## src/rtl/crc16_word.sv

```systemverilog
module crc16_word #(
  parameter int                DATA_W = 32,
  parameter int                CRC_W  = 16,
  parameter logic [CRC_W-1:0]  POLY   = 16'h1021,
  parameter logic [CRC_W-1:0]  INIT   = 16'hFFFF
) (
  input  logic              clk,
  input  logic              rst_n,
  input  logic              sop_i,
  input  logic              vld_i,
  input  logic              last_i,
  input  logic [DATA_W-1:0] data_i,
  output logic [CRC_W-1:0]  crc_o,
  output logic              done_o
);

  logic [CRC_W-1:0] crc_q;
  logic [CRC_W-1:0] seed;
  logic [CRC_W-1:0] nxt;
  logic             done_q;

  assign seed = sop_i ? INIT : crc_q;

  always_comb begin
    logic fb;
    nxt = seed;
    for (int i = DATA_W - 1; i >= 0; i--) begin
      fb  = nxt[CRC_W-1] ^ data_i[i];
      nxt = {nxt[CRC_W-2:0], 1'b0} ^ (fb ? POLY : '0);
    end
  end

  always_ff @(posedge clk) begin
    if (!rst_n) begin
      crc_q  <= INIT;
      done_q <= 1'b0;
    end else begin
      done_q <= vld_i & last_i;
      if (vld_i)      crc_q <= nxt;
      else if (sop_i) crc_q <= INIT;
    end
  end

  assign crc_o  = crc_q;
  assign done_o = done_q;


  sop_preload_chk: assert property (@(posedge clk) disable iff (!rst_n)
    sop_i && !vld_i |=> crc_o == INIT);


  idle_hold_chk: assert property (@(posedge clk) disable iff (!rst_n)
    !sop_i && !vld_i |=> $stable(crc_o));


  no_done_idle_chk: assert property (@(posedge clk) disable iff (!rst_n)
    !vld_i |=> !done_o);


  no_done_mid_chk: assert property (@(posedge clk) disable iff (!rst_n)
    vld_i && !last_i |=> !done_o);

endmodule

```

## config.mk

```make
export PLATFORM = sky130hd
export DESIGN_NAME = crc16_word
export DESIGN_NICKNAME = d
export VERILOG_FILES = /design/src/rtl/crc16_word.sv
export SDC_FILE = /design/constraint.sdc
export NUM_CORES = 1
export LEC_CHECK = 0
export BUFFER_PORTS_ARGS = -buffer_cell sky130_fd_sc_hd__clkbuf_2
export CAP_MARGIN = 20
export CORE_MARGIN = 2
export CORE_UTILIZATION = 40
export CTS_CLUSTER_SIZE = 24
export DETAILED_ROUTE_END_ITERATION = 16
export PLACE_DENSITY = 0.69
export SYNTH_ARGS = -nofsm -noshare
export SYNTH_HDL_FRONTEND = slang
export SYNTH_SLANG_ARGS = --single-unit
```

## constraint.sdc

```tcl
create_clock -name clk -period 3 [get_ports clk]
set_input_delay 0.15 -clock clk [delete_from_list [all_inputs] [get_ports clk]]
set_output_delay 0.15 -clock clk [all_outputs]
set_load 0.05 [all_outputs]
```

==> Yosys cells after proc, flatten, opt, wreduce, memory -nomap -nowiden <==
Index checks and enable logic that the tools add are counted.
{ "classes": {"muxes": 34, "n_bitwise": 65} }
{ "op_table": {"columns": ["cell", "n"], "rows": [
  ["16-bit by 13-bit bitwise XOR with 16-bit output", 32],
  ["13-bit 2-to-1 mux", 32],
  ["16-bit 2-to-1 mux", 2],
  ["1-bit bitwise XOR", 32],
  ["1-bit AND", 1]
]} }
{ "word_totals": {"register_bits": 17, "input_bits": 37, "out_inout_bits": 17, "elab_cells": 101} }

==> Depth between registers and ports, before layout <==
{ "depth": {"ltp_word": 98, "mapped_depth": 10, "depth_no_buf": 8} }

==> Worst setup path after synthesis <==
No wires, ideal clock.
{ "synth_timing": {"path_kind": "reg-to-reg", "startpoint": "register crc_q[12], in the netlist crc_o[12]", "endpoint": "register crc_q[13], in the netlist crc_o[13]", "stages_incl_launch_ff": 9, "synth_period_minus_slack_ns": 2.743, "setup_time_ns": 0.117, "arrival_time_ns": 2.627, "n_path_buf": 0, "required_time_ns": 2.883, "slack_ns": 0.257, "cell_sequence": "dfxtp_1 > xor3_1 > nor2_1 > xor2_1 > xnor3_1 > xnor3_1 > xnor2_2 > xnor2_1 > o22a_1"} }
{ "synth_between": {"elab_chain_cells": 46, "elab_cells_between_ends": 56, "cone_classes": "mux (13); bitwise (43)"} }
{ "synth_rtl": {"columns": ["item", "line_no", "rtl"], "rows": [
  ["start, declared", "17", "logic [CRC_W-1:0] crc_q;"],
  ["start signal, assigned", "39", "if (vld_i) crc_q <= nxt;"],
  ["16-bit 2-to-1 mux *", null, null],
  ["16-bit by 13-bit bitwise XOR with 16-bit output * (3 in series)", "29", "nxt = {nxt[CRC_W-2:0], 1'b0} ^ (fb ? POLY : '0);"],
  ["1-bit bitwise XOR *", "28", "fb = nxt[CRC_W-1] ^ data_i[i];"],
  ["13-bit 2-to-1 mux *", "29", null],
  ["16-bit by 13-bit bitwise XOR with 16-bit output * (4 in series)", "29", null],
  ["1-bit bitwise XOR / 16-bit by 13-bit bitwise XOR with 16-bit output (equally long branches)", "28, 29", null],
  ["13-bit 2-to-1 mux / 16-bit by 13-bit bitwise XOR with 16-bit output (equally long branches)", "29", null],
  ["16-bit by 13-bit bitwise XOR with 16-bit output * (4 in series)", "29", null],
  ["(+8 left out)", null, null],
  ["16-bit by 13-bit bitwise XOR with 16-bit output * (4 in series)", "29", null],
  ["1-bit bitwise XOR / 16-bit by 13-bit bitwise XOR with 16-bit output (equally long branches)", "28, 29", null],
  ["13-bit 2-to-1 mux (tied with other cells)", "29", null],
  ["16-bit by 13-bit bitwise XOR with 16-bit output * (4 in series)", "29", null],
  ["1-bit bitwise XOR / 16-bit by 13-bit bitwise XOR with 16-bit output (equally long branches)", "28, 29", null],
  ["13-bit 2-to-1 mux (tied with other cells)", "29", null],
  ["16-bit by 13-bit bitwise XOR with 16-bit output * (9 in series)", "29", null],
  ["16-bit 2-to-1 mux *", "39", null]
]} }
Mark *: on every way between the ends. The rest lies on a longest branch, timed or not.
A chain may end at the register's enable or synchronous reset.

==> Worst setup path in the final report <==
{ "layout_timing": {"startpoint": "register crc_q[7], in the netlist crc_o[7]", "endpoint": "register crc_q[15], in the netlist crc_o[15]"} }
{ "layout_between": {"elab_chain_cells": 46} }
{ "layout_rtl": {"columns": ["item", "line_no"], "rows": [
  ["16-bit 2-to-1 mux *", null],
  ["16-bit by 13-bit bitwise XOR with 16-bit output * (8 in series)", "29"],
  ["1-bit bitwise XOR *", "28"],
  ["13-bit 2-to-1 mux *", "29"],
  ["16-bit by 13-bit bitwise XOR with 16-bit output * (4 in series)", "29"],
  ["1-bit bitwise XOR", "28"],
  ["13-bit 2-to-1 mux", "29"],
  ["16-bit by 13-bit bitwise XOR with 16-bit output * (4 in series)", "29"],
  ["(+8 left out)", null],
  ["16-bit by 13-bit bitwise XOR with 16-bit output * (4 in series)", "29"],
  ["1-bit bitwise XOR", "28"],
  ["13-bit 2-to-1 mux", "29"],
  ["16-bit by 13-bit bitwise XOR with 16-bit output * (4 in series)", "29"],
  ["1-bit bitwise XOR", "28"],
  ["13-bit 2-to-1 mux", "29"],
  ["16-bit by 13-bit bitwise XOR with 16-bit output * (4 in series)", "29"],
  ["16-bit 2-to-1 mux *", "39"]
]} }
Marks and branches as above.

==> run metrics <==
layout cells sized above 1 30.5%; clock skew between 3 and 4 ps; WS Path Type reg -> reg; Min-Delay Path Class in -> reg; number of buffers added on ports 53; Worst setup SP type flop; Post-Synth Adder-Cell Area 0%; Synth area leaders xnor2_1 (24%), dfxtp_1 (18%), xnor3_1 (17%); Fill cells roughly 460; clock sink count 17; Worst Path Required 3140 ps; DRT iter0 DRCs 40; Initial Utilization 40.7%; Final Hold Violating Endpoints 0; count leader, synth xnor2_1; Reg area 340 sq um; RSZ-0062 raised after global routing false; GPL Wtd Cong slightly above 0.8; fraction of synthesized area in multiplexers 0%; first-pass GRT wire length approximately 7 mm; worst skew pair latency 250 ps; Die Ht 72.8 um; post-synthesis cell type count 27; CTS tree done; met2 WL between 2 and 2.5 mm; vias post-DR 1,352; Post-CTS Hold Buffers 0; uppermost layer routed met4; post-synth top area cell xnor2_1; ys async rst share 0%; total CTS buffers 3; Gates resized, CTS repair 0; Worst Path Max Fanout 4; Synth Warn # 0; Seq cells post-synth 17; post-DP HPWL about 3.6 mm; Final Max Tran Viols 0; Final nets 271; IO Count 54; Clock Path Buffers 2; mapped cell area 1900 sq um; Synth Area in Compound Gates between 7 and 8%; routed wire length 4.22 mm; Setup Fix Bufs, Post-CTS 0; First-pass DRT Iterations 4; vias in the first global route 1,447; ANT cells 0; top cell type's share of synthesized area 24.5%; XOR/XNOR Fraction of Synth Area between 60% and 70%; Antenna Nets Post-Route 0; final setup TNS 0 ps; total track usage 17.2%; footprint of the multi-input gates 1530 sq um; detailed-route DRC error count 0; GRT overflow 0; sequential fraction of the synthesis area 18.0%; setup violators final 0; clock period minus worst slack 2690 ps; antenna violations before repair 0; Simple-Gate Fraction of Synth Area 8.12%; commonest cells in the netlist xnor2_1 (53), xor2_1 (22), dfxtp_1 (17); Worst-Margin Slew 476 ps; P&R area growth vs syn 20.0%; WL met1 1.93 mm; clk slew on worst S/H paths 70 ps; status completed; main flop type after synthesis dfxtp_1; CP arrival 2830 ps; H-tree depth 1; Syn Area/Cell 10.6 sq um; Setup crit end kind flop; max_slew headroom approximately 70%; Rows 25; Tcrit/Tclk final approximately nine tenths; Fmax 0.372 GHz; maxcap violations 0; Std-Cell Core Area 4660 sq um; Die ar. 5310 sq um; Syn Inst Count 178; Die W 72.8 um; root buffer cell clkbuf_8; Post-synth EDFFs 0; largest net degree at the start of global routing 23; WL/cell 14.7 um; Mapped Nets 215; Routed met3 length 115 um; vias per cell 4.71; main combinational cell family by area after synthesis XOR/XNOR gates
[final timing paths]
kind,start,endpoint,slack [ps],cells past startpoint
min reg2reg,crc_o[11]$_SDFF_PN1_,crc_o[11]$_SDFF_PN1_,540,1
max reg2reg,crc_o[7]$_SDFF_PN1_,crc_o[15]$_SDFF_PN1_,310,8
min,last_i,done_o$_SDFF_PN0_,140,2
max,crc_o[7]$_SDFF_PN1_,crc_o[15]$_SDFF_PN1_,310,8
[state kept, by name, summed over array words and instances, names as in the netlist]
register and cells:
crc_o 16, done_o 1
[worst max-delay path, cell delays in order, from the launching register on]
cell	delay (ps)
dfxtp_1	440
nor2_1	80
xnor2_1	230
xor3_1	520
xnor2_1	180
xnor2_2	280
xnor3_1	470
xor2_1	200
o22a_1	180
[cells by family after synthesis]
family          after synthesis
flops                        17
xor+xnor                    102
compound gates               18
simple gates                 35
buf+inv                       6
[per-layer routing]
layer / global-route usage, % / vias to the layer above
li1: - / 701
met1: 22.3 / 616
met2: 29.8 / 28
met3: 1.52 / 7
met4: 6.38 / 0
met5: 0 / -
[cell usage in the layout (no fill, tap or decap), types with 2 or more instances in the layout]
cell / n
xnor2_2: 6
nor2b_1: 2
nor2_2: 2
buf_4: 3
o22a_1: 6
xor2_1: 22
clkbuf_8: 3
xnor3_2: 2
a21o_1: 4
xor3_1: 3
xnor3_1: 14
nor3_1: 5
xnor2_1: 53
nand2_1: 8
dfxtp_1: 17
o21ai_0: 3
clkbuf_2: 53
nor2_1: 16
[stage by stage]
step           hold WS, ps  utilization, %  instance area [sq um]  setup WS [ps]  instances
2_1_floorplan          303               -                   1900            257        178
3_3_place_gp           384            47.8                   2230            178        283
3_5_place_dp           396            47.8                   2230            144        283
4_1_cts                139            48.8                   2270            294        287
5_1_grt                145            48.8                   2270            133        287
6_report               139            48.8                   2270            313        287
[cell type report]
class                   count  area share (%)
clock buffers               4            1.98
inverters                   1           0.165
multi-input cells         155            67.3
flip-flops and latches     17            15.0
well taps                  54            2.97
repair buffers             56            12.7
Power is left out: the tool's default activity adds up to more than one toggle a clock period on the data nets, which glitch-free logic cannot reach.
